$ cat src/rtl/fmt_pkg.sv
package fmt_pkg;
    typedef struct packed {
        logic       de;
        logic       hs;
        logic       vs;
        logic [2:0] ctl;
    } ctrl_t;
endpackage

$ cat src/rtl/fmt_lane_pack.sv
module fmt_lane_pack #(
    parameter int CBITS  = 8,
    parameter int LANE_W = 8
) (
    input  logic [3*CBITS-1:0]  narrow_i,
    output logic [3*LANE_W-1:0] wide_o
);
    localparam int PAD_W = LANE_W - CBITS;

    for (genvar g = 0; g < 3; g++) begin : g_lane
        assign wide_o[g*LANE_W+LANE_W-1 -: CBITS] = narrow_i[g*CBITS+CBITS-1 -: CBITS];
        if (PAD_W > 0) begin : g_pad
            assign wide_o[g*LANE_W +: PAD_W] = '0;
        end
    end
endmodule

$ cat src/rtl/fmt_pair_engine.sv
module fmt_pair_engine
    import fmt_pkg::*;
#(
    parameter int W = 24
) (
    input  logic         clk,
    input  logic         rst_n,
    input  logic [W-1:0] pix_i,
    input  ctrl_t        ctrl_i,
    input  logic         dual_i,
    input  logic         stag_n_i,
    output logic [W-1:0] even_o,
    output logic [W-1:0] odd_o,
    output ctrl_t        ctrl_o,
    output logic         oclk_o
);
    typedef struct packed {
        logic         half;
        logic         slot;
        logic         de_prev;
        logic [W-1:0] hold_pix;
        ctrl_t        hold_ctl;
        logic [W-1:0] even;
        logic [W-1:0] odd;
        logic [W-1:0] odd_pend;
        logic         stag_due;
        ctrl_t        ctl_out;
        logic         oclk;
    } eng_t;

    eng_t st_d, st_q;
    logic take, emit, de_rise, cur_slot;

    always_comb begin
        st_d     = st_q;
        st_d.half = ~st_q.half;
        take     = st_q.half;
        emit     = 1'b0;
        de_rise  = 1'b0;
        cur_slot = 1'b0;
        st_d.stag_due = 1'b0;
        if (st_q.stag_due) st_d.odd = st_q.odd_pend;
        if (take) begin
            de_rise      = ctrl_i.de & ~st_q.de_prev;
            st_d.de_prev = ctrl_i.de;
            if (!dual_i) begin
                emit         = 1'b1;
                st_d.even    = pix_i;
                st_d.ctl_out = ctrl_i;
                st_d.slot    = 1'b0;
            end else begin
                cur_slot  = de_rise ? 1'b0 : st_q.slot;
                st_d.slot = ~cur_slot;
                if (!cur_slot) begin
                    st_d.hold_pix = pix_i;
                    st_d.hold_ctl = ctrl_i;
                end else begin
                    emit         = 1'b1;
                    st_d.even    = st_q.hold_pix;
                    st_d.ctl_out = st_q.hold_ctl;
                    if (!stag_n_i) begin
                        st_d.odd_pend = pix_i;
                        st_d.stag_due = 1'b1;
                    end else begin
                        st_d.odd = pix_i;
                    end
                end
            end
        end
        if (!dual_i) begin
            st_d.odd  = '0;
            st_d.oclk = st_q.half;
        end else begin
            st_d.oclk = emit ? 1'b1 : (st_q.half ? 1'b0 : st_q.oclk);
        end
    end

    always_ff @(posedge clk) begin
        if (!rst_n) begin
            st_q      <= '0;
            st_q.oclk <= 1'b1;
        end else begin
            st_q <= st_d;
        end
    end

    assign even_o = st_q.even;
    assign odd_o  = st_q.odd;
    assign ctrl_o = st_q.ctl_out;
    assign oclk_o = st_q.oclk;


    odd_zero_chk: assert property (@(posedge clk) disable iff (!rst_n)
        (!dual_i && $past(!dual_i) && $past(rst_n)) |-> (odd_o == '0));


    oclk_toggle_chk: assert property (@(posedge clk) disable iff (!rst_n)
        (!dual_i && $past(!dual_i) && $past(!dual_i, 2) && $past(rst_n))
        |-> (oclk_o != $past(oclk_o)));


    stag_hold_chk: assert property (@(posedge clk) disable iff (!rst_n)
        (emit && dual_i && !stag_n_i) |=> $stable(odd_o));
endmodule

$ cat src/rtl/fmt_oe_ctrl.sv
module fmt_oe_ctrl (
    input  logic clk,
    input  logic rst_n,
    input  logic pd_n_i,
    input  logic pdo_n_i,
    output logic oe_main_o,
    output logic oe_ctl1_o
);
    typedef struct packed {
        logic main;
        logic ctl1;
    } oe_t;

    oe_t oe_d, oe_q;

    always_comb begin
        oe_d.main = pd_n_i & pdo_n_i;
        oe_d.ctl1 = pd_n_i;
    end

    always_ff @(posedge clk) begin
        if (!rst_n) oe_q <= '0;
        else        oe_q <= oe_d;
    end

    assign oe_main_o = oe_q.main;
    assign oe_ctl1_o = oe_q.ctl1;


    pd_off_chk: assert property (@(posedge clk) disable iff (!rst_n)
        !pd_n_i |=> (!oe_main_o && !oe_ctl1_o));


    pdo_keep_chk: assert property (@(posedge clk) disable iff (!rst_n)
        (pd_n_i && !pdo_n_i) |=> (!oe_main_o && oe_ctl1_o));
endmodule

$ cat src/rtl/dual_pixel_fmt.sv
module dual_pixel_fmt
    import fmt_pkg::*;
#(
    parameter int CBITS  = 8,
    parameter int LANE_W = 8
) (
    input  logic                clk,
    input  logic                rst_n,
    input  logic [3*CBITS-1:0]  pix_i,
    input  logic                de_i,
    input  logic                hs_i,
    input  logic                vs_i,
    input  logic [2:0]          ctl_i,
    input  logic                dual_i,
    input  logic                stag_n_i,
    input  logic                clk_inv_i,
    input  logic                pd_n_i,
    input  logic                pdo_n_i,
    output logic [3*LANE_W-1:0] even_o,
    output logic [3*LANE_W-1:0] odd_o,
    output logic                oclk_o,
    output logic                de_o,
    output logic                hs_o,
    output logic                vs_o,
    output logic [2:0]          ctl_o,
    output logic                oe_main_o,
    output logic                oe_ctl1_o
);
    localparam int OUT_W = 3 * LANE_W;

    logic [OUT_W-1:0] wide_pix;
    ctrl_t            ctrl_in, ctrl_out;
    logic             oclk_int;

    assign ctrl_in = '{de: de_i, hs: hs_i, vs: vs_i, ctl: ctl_i};

    fmt_lane_pack #(.CBITS(CBITS), .LANE_W(LANE_W)) u_pack (
        .narrow_i (pix_i),
        .wide_o   (wide_pix)
    );

    fmt_pair_engine #(.W(OUT_W)) u_eng (
        .clk      (clk),
        .rst_n    (rst_n),
        .pix_i    (wide_pix),
        .ctrl_i   (ctrl_in),
        .dual_i   (dual_i),
        .stag_n_i (stag_n_i),
        .even_o   (even_o),
        .odd_o    (odd_o),
        .ctrl_o   (ctrl_out),
        .oclk_o   (oclk_int)
    );

    fmt_oe_ctrl u_oe (
        .clk       (clk),
        .rst_n     (rst_n),
        .pd_n_i    (pd_n_i),
        .pdo_n_i   (pdo_n_i),
        .oe_main_o (oe_main_o),
        .oe_ctl1_o (oe_ctl1_o)
    );

    assign oclk_o = oclk_int ^ clk_inv_i;
    assign de_o   = ctrl_out.de;
    assign hs_o   = ctrl_out.hs;
    assign vs_o   = ctrl_out.vs;
    assign ctl_o  = ctrl_out.ctl;
endmodule

$ cat config.mk
export PLATFORM = sky130hd
export DESIGN_NAME = dual_pixel_fmt
export DESIGN_NICKNAME = d
export VERILOG_FILES = /design/src/rtl/fmt_pkg.sv /design/src/rtl/fmt_lane_pack.sv /design/src/rtl/fmt_pair_engine.sv /design/src/rtl/fmt_oe_ctrl.sv /design/src/rtl/dual_pixel_fmt.sv
export SDC_FILE = /design/constraint.sdc
export NUM_CORES = 1
export LEC_CHECK = 0
export BUFFER_PORTS_ARGS = -buffer_cell sky130_fd_sc_hd__buf_2
export CAP_MARGIN = 20
export CORE_MARGIN = 4
export CORE_UTILIZATION = 46
export DETAILED_ROUTE_END_ITERATION = 16
export PLACE_DENSITY = 0.68
export SLEW_MARGIN = 20
export SYNTH_ARGS = -nofsm -noshare
export SYNTH_HDL_FRONTEND = slang
export SYNTH_SLANG_ARGS = --single-unit
$ cat constraint.sdc
create_clock -name clk -period 1.85 [get_ports clk]
set_input_delay 0.185 -clock clk [delete_from_list [all_inputs] [get_ports clk]]
set_output_delay 0.185 -clock clk [all_outputs]
set_load 0.03 [all_outputs]
==> results of run 1 <==
-- per-stage QoR --
step	hold WS, ps	power (mW)	util, %	instances	setup slack (ps)
final	36.98	6.832	55.11	753	223.2
after global routing	30.46	7.077	55.11	753	103.4
after CTS	25.17	6.901	55.11	753	208.0
after detailed placement	408.3	3.293	49.25	719	217.9
after global placement	398.6	3.281	49.25	719	343.0
after floorplan	312.3	3.151	-	558	519.6
-- where the power goes --
part / internal, mW / leakage [nW] / switching [mW]
Clock: 2.48 / 0.320 / 1.10
Sequential: 2.57 / 0.935 / 0.0557
Combinational: 0.235 / 1.43 / 0.385
-- path summary, 6_finish.rpt --
check,startpoint,to,cells after the start
hold / removal,pix_i[16],u_eng.odd_o[16]$_SDFF_PN0_,3
setup / recovery,u_eng.take$_SDFF_PN0_,u_eng.st_q[19]$_SDFFE_PN0P_,4
setup reg to reg,u_eng.take$_SDFF_PN0_,u_eng.st_q[19]$_SDFFE_PN0P_,4
hold reg to reg,u_eng.st_q[90]$_SDFFE_PN0P_,u_eng.st_q[90]$_SDFFE_PN0P_,2
-- final cells by class --
type / instances / area, um^2
Clock buffer: 22 / 474.2
Tap cell: 143 / 178.9
Timing Repair Buffer: 115 / 700.7
Inverter: 3 / 11.26
Fill cell: 985 / 5147
Multi-Input combinational cell: 345 / 2475
Sequential cell: 115 / 2302
Clock inverter: 10 / 177.7
-- per-layer routing --
layer | GRT usage, % | vias up
met5 | 0 | -
met4 | 8.353 | 0
met3 | 6.269 | 14
met2 | 30.05 | 100
met1 | 21.71 | 1851
li1 | - | 1933
-- timing repair --
item / in CTS / in global routing
gates resized for setup: 0 / 0
hold endpoints to repair: 2 / 0
hold buffers: 2 / 0
-- registers in the layout (all words and copies together) (netlist names) --
signal,cells
u_eng.st_q,57
u_eng.even_o,24
u_eng.odd_o,24
u_eng.ctrl_o,6
u_eng.oclk_o,1
u_eng.take,1
u_oe.oe_ctl1_o,1
u_oe.oe_main_o,1
-- tightest hold or removal path: cells and delay by family --
| family | cells | cell delay (ps) |
|---|---|---|
| buffers and inverters | 1 | 110 |
| AND/OR/NAND/NOR | 1 | 50 |
| multiplexers | 1 | 50 |
-- cell usage after synthesis (9+ instances only) --
cell and n:
sky130_fd_sc_hd__o221a_1 30, sky130_fd_sc_hd__mux2i_1 108, sky130_fd_sc_hd__buf_2 14, sky130_fd_sc_hd__dfxtp_1 115
sky130_fd_sc_hd__clkbuf_1 16, sky130_fd_sc_hd__buf_4 54, sky130_fd_sc_hd__nand2_1 162, sky130_fd_sc_hd__buf_6 9
sky130_fd_sc_hd__mux2_2 24
-- logic make-up after synthesis --
| logic type | Yosys count |
|---|---|
| simple gates | 176 |
| compound gates | 36 |
| xor+xnor | 1 |
| buf+inv | 98 |
| flops | 115 |
| mux | 132 |
==> flow_summary.html, run 1 <==
<table>
<tr><th>Metric</th><th>Value</th></tr>
<tr><th colspan="2">Status</th></tr>
<tr><td>Status</td><td>complete, no violations</td></tr>
<tr><th colspan="2">Logic synthesis</th></tr>
<tr><td>Adder-Cell Fraction of Synth Area</td><td>0%</td></tr>
<tr><td>Area share of and/or/nand/nor cells after synthesis</td><td>between 10% and 20%</td></tr>
<tr><td>Combinational family with the most area after synthesis</td><td>multiplexers</td></tr>
<tr><td>Post-Syn Area</td><td>between 5000 and 6000 um^2</td></tr>
<tr><td>Area contributors post-synth</td><td>sky130_fd_sc_hd__dfxtp_1 (43%), sky130_fd_sc_hd__mux2i_1 (20%), sky130_fd_sc_hd__nand2_1 (11%)</td></tr>
<tr><td>Top-area cell type share of the netlist area</td><td>approximately 43%</td></tr>
<tr><td>Yosys synthesis warning count</td><td>0</td></tr>
<tr><td>Area fraction in compound gates after synthesis</td><td>between 7 and 8%</td></tr>
<tr><td>Portion of netlist area occupied by mux cells</td><td>approximately a quarter</td></tr>
<tr><td>Post-synthesis cell count</td><td>558</td></tr>
<tr><td>Syn_nets</td><td>595</td></tr>
<tr><td>Sequential fraction of the synthesis area</td><td>42.57%</td></tr>
<tr><td>Leading register cell type out of synthesis</td><td>sky130_fd_sc_hd__dfxtp_1</td></tr>
<tr><td>EDFF count, synth</td><td>0</td></tr>
<tr><td>Top cell type by total area after synthesis</td><td>sky130_fd_sc_hd__dfxtp_1</td></tr>
<tr><td>Synth cell types</td><td>25</td></tr>
<tr><td>Count of state elements after synthesis</td><td>between 100 and 150</td></tr>
<tr><td>XOR/XNOR Fraction of Synth Area</td><td>0.1620%</td></tr>
<tr><td>Mean instance size in the synthesized netlist</td><td>slightly below 10 um^2</td></tr>
<tr><td>Share of synthesized flip-flops with an asynchronous set or reset</td><td>0%</td></tr>
<tr><th colspan="2">Layout</th></tr>
<tr><td>Nets</td><td>about 630</td></tr>
<tr><td>Layout Cell Area excl Fill</td><td>6320 um^2</td></tr>
<tr><td>Most common cell after layout, fill and taps aside</td><td>sky130_fd_sc_hd__nand2_1</td></tr>
<tr><td>Area growth syn-to-layout</td><td>16.87%</td></tr>
<tr><td>Diode insertion count for antenna repair</td><td>0</td></tr>
<tr><td>Share of cells above drive strength 1</td><td>between 20 and 30%</td></tr>
<tr><td>Commonest non-fill, non-tap cells in the layout</td><td>sky130_fd_sc_hd__nand2_1 (162), sky130_fd_sc_hd__dfxtp_1 (115), sky130_fd_sc_hd__mux2i_1 (108)</td></tr>
<tr><th colspan="2">Routing</th></tr>
<tr><td>Metal1 wirelength</td><td>between 5000 and 6000 um</td></tr>
<tr><td>DRC violations left</td><td>0</td></tr>
<tr><td>First-pass DRT Iterations</td><td>4</td></tr>
<tr><td>Number of nets with antenna violations after detailed routing</td><td>0</td></tr>
<tr><td>Total met3 wirelength after detailed routing</td><td>around 810 um</td></tr>
<tr><td>Highest Signal Layer</td><td>met4</td></tr>
<tr><td>Post-Route WL</td><td>11,740 um</td></tr>
<tr><td>Met2 wirelength from detailed routing</td><td>roughly 5700 um</td></tr>
<tr><td>Detailed-route wire length per cell</td><td>approximately 16 um</td></tr>
<tr><td>Number of vias per cell after detailed routing</td><td>between 5 and 6</td></tr>
<tr><td>First-iteration detailed-routing DRC count</td><td>182</td></tr>
<tr><td>Total number of vias</td><td>just under 4,000</td></tr>
<tr><th colspan="2">Setup path</th></tr>
<tr><td>Kind of critical path</td><td>reg2reg</td></tr>
<tr><td>Kind of cell adding the most delay to the critical path</td><td>simple AND/OR/NAND/NOR gates</td></tr>
<tr><td>Crit path arrival time</td><td>a little under 2000 ps</td></tr>
<tr><td>Critical Path End Type</td><td>flop</td></tr>
<tr><td>Startpoint kind of the worst setup timing path</td><td>flop</td></tr>
<tr><td>Series of cell instances along the critical path</td><td>nand2_1, and4bb_2, buf_4, mux2i_1</td></tr>
<tr><td>CP peak stage delay</td><td>500 ps</td></tr>
<tr><td>Largest driver fanout on the critical path</td><td>16</td></tr>
<tr><td>Worst Path Required</td><td>2190 ps</td></tr>
<tr><td>Worst setup slack for register-to-register paths</td><td>between 200 and 250 ps</td></tr>
<tr><td>Max stage delay cell, worst path</td><td>sky130_fd_sc_hd__dfxtp_1</td></tr>
<tr><td>Sum of buffers and inverters on the critical path</td><td>1</td></tr>
<tr><th colspan="2">Floorplanning</th></tr>
<tr><td>Y dimension of the die</td><td>roughly 120 um</td></tr>
<tr><td>Die footprint</td><td>13,550 um^2</td></tr>
<tr><td>Cell row count</td><td>39</td></tr>
<tr><td>Area inside the core boundary</td><td>11,470 um^2</td></tr>
<tr><td>Die width</td><td>between 100 and 150 um</td></tr>
<tr><td>Number of top-level pins</td><td>94</td></tr>
<tr><td>Initial Util</td><td>47.16%</td></tr>
<tr><th colspan="2">Global routing</th></tr>
<tr><td>Initial antenna violation count</td><td>0</td></tr>
<tr><td>Largest net degree at the start of global routing</td><td>55</td></tr>
<tr><td>Global-route wire length before repair</td><td>~19,000 um</td></tr>
<tr><td>Tot GR Track Use</td><td>between 10% and 20%</td></tr>
<tr><td>Congestion Overflow GR</td><td>0</td></tr>
<tr><td>Via count of the first global-routing pass</td><td>~3,800</td></tr>
<tr><th colspan="2">Clock tree</th></tr>
<tr><td>Maximum level of the CTS H-tree</td><td>4</td></tr>
<tr><td>TritonCTS sink count</td><td>about 120</td></tr>
<tr><td>Clock buffers created by TritonCTS</td><td>17</td></tr>
<tr><td>Clk root buf</td><td>sky130_fd_sc_hd__clkbuf_16</td></tr>
<tr><td>CTS tree</td><td>done</td></tr>
<tr><td>Buffers inserted by post-CTS timing repair</td><td>0</td></tr>
<tr><td>Largest buffer count on any clock path</td><td>2</td></tr>
<tr><td>Clock latency at the later pin of the worst-skew pair</td><td>roughly 410 ps</td></tr>
<tr><td>Clock slew seen by the registers of the worst setup and hold paths</td><td>approximately 50 ps</td></tr>
<tr><th colspan="2">Pwr</th></tr>
<tr><td>Pwr per Cell Area</td><td>1081 nW/um^2</td></tr>
<tr><td>P_leak</td><td>around 2.7 nW</td></tr>
<tr><td>Maximum resistive drop on vdd</td><td>roughly 0.00073 V</td></tr>
<tr><th colspan="2">Timing</th></tr>
<tr><td>Fmax</td><td>0.6147 GHz</td></tr>
<tr><td>Clock period minus final worst setup slack</td><td>approximately 1600 ps</td></tr>
<tr><td>Final worst path period share</td><td>87.94%</td></tr>
<tr><td>Total count of max-transition violations in the final report</td><td>0</td></tr>
<tr><td>Unrepaired setup endpoints after global routing</td><td>no</td></tr>
<tr><td>Clk_skew</td><td>~8 ps</td></tr>
<tr><td>Final setup violating endpoints</td><td>0</td></tr>
<tr><td>Transition time at the pin with the least slew margin</td><td>between 500 and 600 ps</td></tr>
<tr><td>Final count of hold timing violations</td><td>0</td></tr>
<tr><td>Max transition margin</td><td>roughly two thirds</td></tr>
<tr><td>Sum of negative setup slack</td><td>0 ps</td></tr>
<tr><th colspan="2">Job</th></tr>
<tr><td>Max-cap violations</td><td>0</td></tr>
<tr><th colspan="2">Place</th></tr>
<tr><td>Count of input and output buffers</td><td>93</td></tr>
<tr><td>Placement Cell Area</td><td>around 5600 um^2</td></tr>
<tr><td>Gp weighted congestion</td><td>roughly 0.72</td></tr>
<tr><td>Detail Placement HPWL</td><td>between 8000 and 9000 um</td></tr>
<tr><th colspan="2">Hold path</th></tr>
<tr><td>Type of the most critical hold path</td><td>in2reg</td></tr>
</table>
No activity file was read; power rests on OpenSTA's default activity.
==> run 2: changes to the inputs <==
--- a/config.mk
+++ b/config.mk
@@ -17 +17,2 @@
 export SYNTH_SLANG_ARGS = --single-unit
+export TNS_END_PERCENT = 30
==> constraint.sdc (replaced) <==
create_clock -name clk -period 1.85 [get_ports clk]
set_input_delay 0.37 -clock clk [delete_from_list [all_inputs] [get_ports clk]]
set_output_delay 0.37 -clock clk [all_outputs]
set_load 0.03 [all_outputs]
==> flow_summary.html, run 2 (synthesized netlist as in run 1, its figures left out) <==
<table>
<tr><th>Metric</th><th>Value</th></tr>
<tr><th colspan="2">Timing</th></tr>
<tr><td>Final setup violating endpoints</td><td>0 (unchanged)</td></tr>
<tr><td>Total count of max-transition violations in the final report</td><td>0 (unchanged)</td></tr>
<tr><td>Final worst hold slack</td><td>189.0 ps (was 36.98 ps)</td></tr>
<tr><td>Unrepaired setup endpoints after global routing</td><td>no (unchanged)</td></tr>
<tr><td>Fin worst setup slack</td><td>264.8 ps (was 223.2 ps)</td></tr>
<tr><td>Final count of hold timing violations</td><td>0 (unchanged)</td></tr>
<tr><td>Max transition margin</td><td>73.56% (was 66.09%)</td></tr>
<tr><td>Clock period minus final worst setup slack</td><td>1585 ps (was 1627 ps)</td></tr>
<tr><td>Sum of negative setup slack</td><td>0 ps (unchanged)</td></tr>
<tr><td>Fmax</td><td>0.6308 GHz (was 0.6147 GHz)</td></tr>
<tr><td>Transition time at the pin with the least slew margin</td><td>396.6 ps (was 508.6 ps)</td></tr>
<tr><td>Final worst path period share</td><td>85.69% (was 87.94%)</td></tr>
<tr><td>Clk_skew</td><td>8.219 ps (was 7.939 ps)</td></tr>
<tr><th colspan="2">Pwr</th></tr>
<tr><td>Maximum resistive drop on vdd</td><td>0.0005726 V (was 0.0007350 V)</td></tr>
<tr><td>Pwr per Cell Area</td><td>1055 nW/um^2 (was 1081 nW/um^2)</td></tr>
<tr><td>P_leak</td><td>2.675 nW (was 2.686 nW)</td></tr>
<tr><td>Overall power after layout</td><td>6.610 mW (was 6.832 mW)</td></tr>
<tr><th colspan="2">Setup path</th></tr>
<tr><td>Series of cell instances along the critical path</td><td>nor2b_1, a311oi_4, buf_4, o221a_1 (was nand2_1, and4bb_2, buf_4, mux2i_1)</td></tr>
<tr><td>Largest driver fanout on the critical path</td><td>22 (was 16)</td></tr>
<tr><td>Critical Path End Type</td><td>flop (unchanged)</td></tr>
<tr><td>Worst Path Required</td><td>2190 ps (about the same)</td></tr>
<tr><td>Startpoint kind of the worst setup timing path</td><td>flop (unchanged)</td></tr>
<tr><td>CP peak stage delay</td><td>540 ps (was 500 ps)</td></tr>
<tr><td>Max stage delay cell, worst path</td><td>sky130_fd_sc_hd__dfxtp_1 (unchanged)</td></tr>
<tr><td>Sum of buffers and inverters on the critical path</td><td>1 (unchanged)</td></tr>
<tr><td>Kind of cell adding the most delay to the critical path</td><td>flip-flops (was simple AND/OR/NAND/NOR gates)</td></tr>
<tr><td>Kind of critical path</td><td>reg2reg (unchanged)</td></tr>
<tr><td>Crit path arrival time</td><td>1930 ps (was 1970 ps)</td></tr>
<tr><th colspan="2">Layout</th></tr>
<tr><td>Layout Cell Area excl Fill</td><td>6269 um^2 (was 6320 um^2)</td></tr>
<tr><td>Flip-flop count of the largest register after layout</td><td>57 (unchanged)</td></tr>
<tr><td>Most common cell after layout, fill and taps aside</td><td>sky130_fd_sc_hd__nand2_1 (unchanged)</td></tr>
<tr><td>Diode insertion count for antenna repair</td><td>0 (unchanged)</td></tr>
<tr><td>Count of fill cells added during filler insertion</td><td>998 (was 985)</td></tr>
<tr><td>Share of cells above drive strength 1</td><td>28.74% (was 28.36%)</td></tr>
<tr><td>Post-Layout Cell Count</td><td>752 (was 753)</td></tr>
<tr><td>Area used by multi-input combinational logic</td><td>2475 um^2 (unchanged)</td></tr>
<tr><td>Commonest non-fill, non-tap cells in the layout</td><td>sky130_fd_sc_hd__nand2_1 (162), sky130_fd_sc_hd__dfxtp_1 (115), sky130_fd_sc_hd__mux2i_1 (108) (unchanged)</td></tr>
<tr><td>Register with the most flip-flops</td><td>u_eng.st_q (unchanged)</td></tr>
<tr><td>Nets</td><td>633 (was 634)</td></tr>
<tr><td>Area growth syn-to-layout</td><td>15.92% (was 16.87%)</td></tr>
<tr><td>Util after Layout</td><td>54.66% (was 55.11%)</td></tr>
<tr><td>Sequential standard cell area</td><td>2302 um^2 (unchanged)</td></tr>
<tr><th colspan="2">Global routing</th></tr>
<tr><td>Via count of the first global-routing pass</td><td>3,920 (was 3,829)</td></tr>
<tr><td>Tot GR Track Use</td><td>18.21% (was 18.34%)</td></tr>
<tr><td>Congestion Overflow GR</td><td>0 (unchanged)</td></tr>
<tr><td>Initial antenna violation count</td><td>0 (unchanged)</td></tr>
<tr><td>Global-route wire length before repair</td><td>19,480 um (was 19,020 um)</td></tr>
<tr><td>Largest net degree at the start of global routing</td><td>74 (was 55)</td></tr>
<tr><th colspan="2">Job</th></tr>
<tr><td>Max-cap violations</td><td>0 (unchanged)</td></tr>
<tr><th colspan="2">Status</th></tr>
<tr><td>Status</td><td>complete, no violations (unchanged)</td></tr>
<tr><th colspan="2">Floorplanning</th></tr>
<tr><td>Cell row count</td><td>39 (unchanged)</td></tr>
<tr><td>Die footprint</td><td>13,550 um^2 (unchanged)</td></tr>
<tr><td>Die width</td><td>116.4 um (unchanged)</td></tr>
<tr><td>Number of top-level pins</td><td>94 (unchanged)</td></tr>
<tr><td>Initial Util</td><td>47.16% (unchanged)</td></tr>
<tr><td>Y dimension of the die</td><td>116.4 um (unchanged)</td></tr>
<tr><td>Area inside the core boundary</td><td>11,470 um^2 (unchanged)</td></tr>
<tr><th colspan="2">Clock tree</th></tr>
<tr><td>Post-CTS Hold Buffers</td><td>0 (was 2)</td></tr>
<tr><td>TritonCTS sink count</td><td>115 (unchanged)</td></tr>
<tr><td>Clk root buf</td><td>sky130_fd_sc_hd__clkbuf_16 (unchanged)</td></tr>
<tr><td>Clock latency at the later pin of the worst-skew pair</td><td>400 ps (was 410 ps)</td></tr>
<tr><td>Clock buffers created by TritonCTS</td><td>17 (unchanged)</td></tr>
<tr><td>Buffers inserted by post-CTS timing repair</td><td>0 (unchanged)</td></tr>
<tr><td>CTS tree</td><td>done (unchanged)</td></tr>
<tr><td>Clock slew seen by the registers of the worst setup and hold paths</td><td>50 ps (about the same)</td></tr>
<tr><td>Count of instances resized after the clock tree is built</td><td>0 (unchanged)</td></tr>
<tr><td>Largest buffer count on any clock path</td><td>2 (unchanged)</td></tr>
<tr><td>Maximum level of the CTS H-tree</td><td>4 (unchanged)</td></tr>
<tr><th colspan="2">Routing</th></tr>
<tr><td>Number of vias per cell after detailed routing</td><td>5.077 (was 5.177)</td></tr>
<tr><td>First-iteration detailed-routing DRC count</td><td>211 (was 182)</td></tr>
<tr><td>Number of nets with antenna violations after detailed routing</td><td>0 (unchanged)</td></tr>
<tr><td>First-pass DRT Iterations</td><td>4 (unchanged)</td></tr>
<tr><td>Detailed-route wire length per cell</td><td>15.41 um (was 15.59 um)</td></tr>
<tr><td>Post-Route WL</td><td>11,590 um (was 11,740 um)</td></tr>
<tr><td>Total number of vias</td><td>3,818 (was 3,898)</td></tr>
<tr><td>DRC violations left</td><td>0 (unchanged)</td></tr>
<tr><th colspan="2">Place</th></tr>
<tr><td>Gp weighted congestion</td><td>0.7547 (was 0.7164)</td></tr>
<tr><td>Worst setup slack after placement</td><td>227.1 ps (was 217.9 ps)</td></tr>
<tr><td>Detail Placement HPWL</td><td>8007 um (was 8052 um)</td></tr>
<tr><td>Placement Cell Area</td><td>5655 um^2 (was 5648 um^2)</td></tr>
<tr><td>Number of instances in the placed design</td><td>720 (was 719)</td></tr>
<tr><td>Count of input and output buffers</td><td>93 (unchanged)</td></tr>
<tr><th colspan="2">Hold path</th></tr>
<tr><td>Type of the most critical hold path</td><td>in2reg (unchanged)</td></tr>
</table>
run 2: path summary, 6_finish.rpt:
| check | from | to | slack [ps] | cells past startpoint |
|---|---|---|---|---|
| hold reg to reg | u_eng.st_q[28]$_SDFFE_PN0P_ | u_eng.st_q[28]$_SDFFE_PN0P_ | 460 | 2 |
| hold / removal | pd_n_i | u_oe.oe_ctl1_o$_SDFF_PN0_ | 190 | 2 |
| setup reg to reg | u_eng.st_q[111]$_SDFFE_PN0P_ | u_eng.even_o[7]$_SDFFE_PN0P_ | 260 | 4 |
| setup / recovery | u_eng.st_q[111]$_SDFFE_PN0P_ | u_eng.even_o[7]$_SDFFE_PN0P_ | 260 | 4 |
run 2: final cells by class:
cell class	count	share of cell area (%)
multi-input cells	345	39.48
flip-flops and latches	115	36.73
repair buffers	114	10.98
clock buffers	22	7.725
well taps	143	2.854
clock inverters	10	2.056
inverters	3	0.1796
run 2: worst register-to-register path, cell delays in order, from the launching register on:
cell,delay (ps)
sky130_fd_sc_hd__dfxtp_1,540
sky130_fd_sc_hd__nor2b_1,140
sky130_fd_sc_hd__a311oi_4,300
sky130_fd_sc_hd__buf_4,320
sky130_fd_sc_hd__o221a_1,240
run 2: where the power goes:
| part | internal [mW] | switching, mW |
|---|---|---|
| combinational | 0.237 | 0.380 |
| clock | 2.25 | 1.12 |
| sequential | 2.57 | 0.0606 |
run 2: per-layer routing:
| layer | up-vias | share of wire (%) | routed length, um | track usage (%) |
|---|---|---|---|---|
| met5 | - | 0 | 0 | 0 |
| met4 | 0 | 1.2 | 140 | 5.491 |
| met3 | 12 | 4.8 | 560 | 4.249 |
| met2 | 86 | 48 | 5552 | 30.63 |
| met1 | 1794 | 46 | 5335 | 23.26 |
| li1 | 1926 | - | - | - |
==> run 3: changes to the inputs <==
- CELL_PAD_IN_SITES_DETAIL_PLACEMENT: default -> 1
- CELL_PAD_IN_SITES_GLOBAL_PLACEMENT: default -> 1
- PLACE_DENSITY: 0.68 -> default
- PLACE_DENSITY_LB_ADDON: default -> 0.1
- clock period: 1.85 -> 1.9 ns (I/O delays scaled with it)
==> flow_summary.html, run 3 (synthesized netlist as in run 1, its figures left out) <==
<table>
<tr><th>Metric</th><th>Value</th></tr>
<tr><th colspan="2">Routing</th></tr>
<tr><td>Number of nets with antenna violations after detailed routing</td><td>0 (unchanged)</td></tr>
<tr><td>First-iteration detailed-routing DRC count</td><td>164 (was 211)</td></tr>
<tr><td>First-pass DRT Iterations</td><td>4 (unchanged)</td></tr>
<tr><td>Detailed-route wire length per cell</td><td>17.84 um (was 15.41 um)</td></tr>
<tr><td>Total number of vias</td><td>3,971 (was 3,818)</td></tr>
<tr><td>Post-Route WL</td><td>13,400 um (was 11,590 um)</td></tr>
<tr><td>DRC violations left</td><td>0 (unchanged)</td></tr>
<tr><td>Number of vias per cell after detailed routing</td><td>5.288 (was 5.077)</td></tr>
<tr><th colspan="2">Setup path</th></tr>
<tr><td>Worst setup slack for register-to-register paths</td><td>340 ps (was 260 ps)</td></tr>
<tr><td>CP peak stage delay</td><td>540 ps (about the same)</td></tr>
<tr><td>Crit path arrival time</td><td>1920 ps (was 1930 ps)</td></tr>
<tr><td>CP Launch Point</td><td>u_eng.st_q[111]$_SDFFE_PN0P_ (unchanged)</td></tr>
<tr><td>R2R Path Start</td><td>u_eng.st_q[111]$_SDFFE_PN0P_ (unchanged)</td></tr>
<tr><td>Largest driver fanout on the critical path</td><td>9 (was 22)</td></tr>
<tr><td>Critical Path End Type</td><td>flop (unchanged)</td></tr>
<tr><td>Kind of critical path</td><td>reg2reg (unchanged)</td></tr>
<tr><td>Worst r2r path cells</td><td>4 (unchanged)</td></tr>
<tr><td>Startpoint kind of the worst setup timing path</td><td>flop (unchanged)</td></tr>
<tr><td>Worst Path Required</td><td>2260 ps (was 2190 ps)</td></tr>
<tr><td>Capture point of the critical path</td><td>u_eng.even_o[17]$_SDFFE_PN0P_ (was u_eng.even_o[7]$_SDFFE_PN0P_)</td></tr>
<tr><td>Reg-to-reg endpoint</td><td>u_eng.even_o[17]$_SDFFE_PN0P_ (was u_eng.even_o[7]$_SDFFE_PN0P_)</td></tr>
<tr><td>Max stage delay cell, worst path</td><td>sky130_fd_sc_hd__dfxtp_1 (unchanged)</td></tr>
<tr><td>Series of cell instances along the critical path</td><td>nor2b_1, a311oi_4, buf_4, o221a_1 (unchanged)</td></tr>
<tr><th colspan="2">Floorplanning</th></tr>
<tr><td>Cell row count</td><td>39 (unchanged)</td></tr>
<tr><td>Area inside the core boundary</td><td>11,470 um^2 (unchanged)</td></tr>
<tr><td>Number of top-level pins</td><td>94 (unchanged)</td></tr>
<tr><td>Die width</td><td>116.4 um (unchanged)</td></tr>
<tr><td>Y dimension of the die</td><td>116.4 um (unchanged)</td></tr>
<tr><td>Die footprint</td><td>13,550 um^2 (unchanged)</td></tr>
<tr><td>Initial Util</td><td>47.16% (unchanged)</td></tr>
<tr><th colspan="2">Timing</th></tr>
<tr><td>Final setup violating endpoints</td><td>0 (unchanged)</td></tr>
<tr><td>Total count of max-transition violations in the final report</td><td>0 (unchanged)</td></tr>
<tr><td>Unrepaired setup endpoints after global routing</td><td>no (unchanged)</td></tr>
<tr><td>Clock period minus final worst setup slack</td><td>1561 ps (was 1585 ps)</td></tr>
<tr><td>Final count of hold timing violations</td><td>0 (unchanged)</td></tr>
<tr><td>Fmax</td><td>0.6405 GHz (was 0.6308 GHz)</td></tr>
<tr><td>Max transition margin</td><td>74.57% (was 73.56%)</td></tr>
<tr><td>Transition time at the pin with the least slew margin</td><td>381.0 ps (was 396.6 ps)</td></tr>
<tr><td>Sum of negative setup slack</td><td>0 ps (unchanged)</td></tr>
<tr><td>Clk_skew</td><td>11.51 ps (was 8.219 ps)</td></tr>
<tr><td>Final worst path period share</td><td>82.17% (was 85.69%)</td></tr>
<tr><th colspan="2">Pwr</th></tr>
<tr><td>Int Pwr</td><td>4.782 mW (was 5.054 mW)</td></tr>
<tr><td>Part of the total power dissipated in combinational logic</td><td>10.0% (was 9.3%)</td></tr>
<tr><td>Net switching power</td><td>1.501 mW (was 1.556 mW)</td></tr>
<tr><td>Maximum resistive drop on vdd</td><td>0.0007956 V (was 0.0005726 V)</td></tr>
<tr><td>Overall power after layout</td><td>6.283 mW (was 6.610 mW)</td></tr>
<tr><td>Reg power frac</td><td>40.7% (was 39.8%)</td></tr>
<tr><td>Pwr per Cell Area</td><td>1004 nW/um^2 (was 1055 nW/um^2)</td></tr>
<tr><td>Clock network fraction of design power</td><td>49.3% (was 50.9%)</td></tr>
<tr><td>P_leak</td><td>2.659 nW (was 2.675 nW)</td></tr>
<tr><td>Switch share</td><td>23.89% (was 23.54%)</td></tr>
<tr><th colspan="2">Hold path</th></tr>
<tr><td>Type of the most critical hold path</td><td>in2reg (unchanged)</td></tr>
<tr><td>Hold path depth</td><td>2 (unchanged)</td></tr>
<tr><td>Startpoint of the lowest-slack hold path</td><td>pd_n_i (unchanged)</td></tr>
<tr><th colspan="2">Job</th></tr>
<tr><td>Max-cap violations</td><td>0 (unchanged)</td></tr>
<tr><th colspan="2">Clock tree</th></tr>
<tr><td>Largest buffer count on any clock path</td><td>2 (unchanged)</td></tr>
<tr><td>Post-CTS Hold Buffers</td><td>0 (unchanged)</td></tr>
<tr><td>CTS tree</td><td>done (unchanged)</td></tr>
<tr><td>TritonCTS sink count</td><td>115 (unchanged)</td></tr>
<tr><td>Clk root buf</td><td>sky130_fd_sc_hd__clkbuf_16 (unchanged)</td></tr>
<tr><td>Clock buffers created by TritonCTS</td><td>17 (unchanged)</td></tr>
<tr><td>Maximum level of the CTS H-tree</td><td>4 (unchanged)</td></tr>
<tr><td>Buffers inserted by post-CTS timing repair</td><td>0 (unchanged)</td></tr>
<tr><td>Clock slew seen by the registers of the worst setup and hold paths</td><td>50 ps (about the same)</td></tr>
<tr><td>Clock latency at the later pin of the worst-skew pair</td><td>420 ps (was 400 ps)</td></tr>
<tr><td>Count of instances resized after the clock tree is built</td><td>0 (unchanged)</td></tr>
<tr><th colspan="2">Layout</th></tr>
<tr><td>Register with the most flip-flops</td><td>u_eng.st_q (unchanged)</td></tr>
<tr><td>Most common cell after layout, fill and taps aside</td><td>sky130_fd_sc_hd__nand2_1 (unchanged)</td></tr>
<tr><td>Area growth syn-to-layout</td><td>15.73% (was 15.92%)</td></tr>
<tr><td>Share of cells above drive strength 1</td><td>28.13% (was 28.74%)</td></tr>
<tr><td>Diode insertion count for antenna repair</td><td>0 (unchanged)</td></tr>
<tr><td>Flip-flop count of the largest register after layout</td><td>57 (unchanged)</td></tr>
<tr><td>Area used by multi-input combinational logic</td><td>2475 um^2 (unchanged)</td></tr>
<tr><td>Count of fill cells added during filler insertion</td><td>1,277 (was 998)</td></tr>
<tr><td>Sequential standard cell area</td><td>2302 um^2 (unchanged)</td></tr>
<tr><td>Commonest non-fill, non-tap cells in the layout</td><td>sky130_fd_sc_hd__nand2_1 (162), sky130_fd_sc_hd__dfxtp_1 (115), sky130_fd_sc_hd__mux2i_1 (108) (unchanged)</td></tr>
<tr><td>Nets</td><td>634 (was 633)</td></tr>
<tr><th colspan="2">Global routing</th></tr>
<tr><td>Global-route wire length before repair</td><td>22,010 um (was 19,480 um)</td></tr>
<tr><td>Met2 capacity usage during global routing</td><td>35.93% (was 30.63%)</td></tr>
<tr><td>Tot GR Track Use</td><td>21.21% (was 18.21%)</td></tr>
<tr><td>GR met3 Demand/Resource</td><td>5.959% (was 4.249%)</td></tr>
<tr><td>Via count of the first global-routing pass</td><td>4,260 (was 3,920)</td></tr>
<tr><td>Largest net degree at the start of global routing</td><td>75 (was 74)</td></tr>
<tr><td>Congestion Overflow GR</td><td>0 (unchanged)</td></tr>
<tr><td>Initial antenna violation count</td><td>0 (unchanged)</td></tr>
<tr><td>Highest-utilization routing layer at the global route stage</td><td>met2 (unchanged)</td></tr>
<tr><td>GR met1 Demand/Resource</td><td>25.89% (was 23.26%)</td></tr>
<tr><th colspan="2">Place</th></tr>
<tr><td>Count of input and output buffers</td><td>93 (unchanged)</td></tr>
<tr><td>Gp weighted congestion</td><td>0.7319 (was 0.7547)</td></tr>
<tr><td>Detail Placement HPWL</td><td>8992 um (was 8007 um)</td></tr>
<tr><th colspan="2">Status</th></tr>
<tr><td>Status</td><td>complete, no violations (unchanged)</td></tr>
</table>
-- run 3: cell types whose count changed in the layout (fill, tap and decap cells not counted), sizes merged --
cell | before | now
buf | 114 | 115
clkbuf | 22 | 25
clkinv | 7 | 3
bufinv | 3 | 2
-- run 3: layer usage --
metal | share of wire, % | up-vias | wire length (um)
met5 | 0 | - | 0
met3 | 3.8 | 17 | 515
met2 | 50 | 84 | 6738
li1 | - | 1929 | -
met1 | 45 | 1941 | 5966
met4 | 1.3 | 0 | 177
-- run 3: worst max-delay path: cells and delay by family (launching register included) --
family          cells  cell delay, ps
compound gates      2             560
simple gates        1             140
flops               1             540
buf+inv             1             250
-- run 3: final cells by class --
class                           count  area share [%]
Sequential cell                   115           36.79
Tap cell                          143           2.859
Clock inverter                      5           1.200
Inverter                            3          0.1799
Timing Repair Buffer              115           11.52
Multi-Input combinational cell    345           39.54
Clock buffer                       25           7.917
-- run 3: how the worst min path moves through the flow --
stage,end,slack [ps]
final,u_oe.oe_ctl1_o$_SDFF_PN0_,190
after CTS,u_oe.oe_ctl1_o$_SDFF_PN0_,180
after global routing,u_oe.oe_main_o$_SDFF_PN0_,180
after global placement,u_eng.st_q[11]$_SDFFE_PN0P_,440
after floorplan,u_eng.st_q[10]$_SDFFE_PN0P_,430
after detailed placement,u_eng.st_q[18]$_SDFFE_PN0P_,450
-- run 3: power groups by stage --
| stage | Combinational (mW) | Sequential [mW] | Clock, mW |
|---|---|---|---|
| finish | 0.630 | 2.56 | 3.09 |
| detailed placement | 0.633 | 2.61 | 0 |
| floorplan | 0.470 | 2.60 | 0 |
| global placement | 0.615 | 2.60 | 0 |
| global route | 0.687 | 2.57 | 3.28 |
| CTS | 0.638 | 2.56 | 3.16 |
-- run 3: metrics by stage --
step	util (%)	worst slack, ps	cells	area (um^2)	hold WS (ps)
2_1_floorplan	-	524.8	558	5408	431.3
3_3_place_gp	49.60	319.0	721	5688	441.3
3_5_place_dp	49.60	232.7	721	5688	447.2
4_1_cts	54.58	337.6	751	6259	178.4
5_1_grt	54.58	273.7	751	6259	177.6
6_report	54.58	338.8	751	6259	186.1
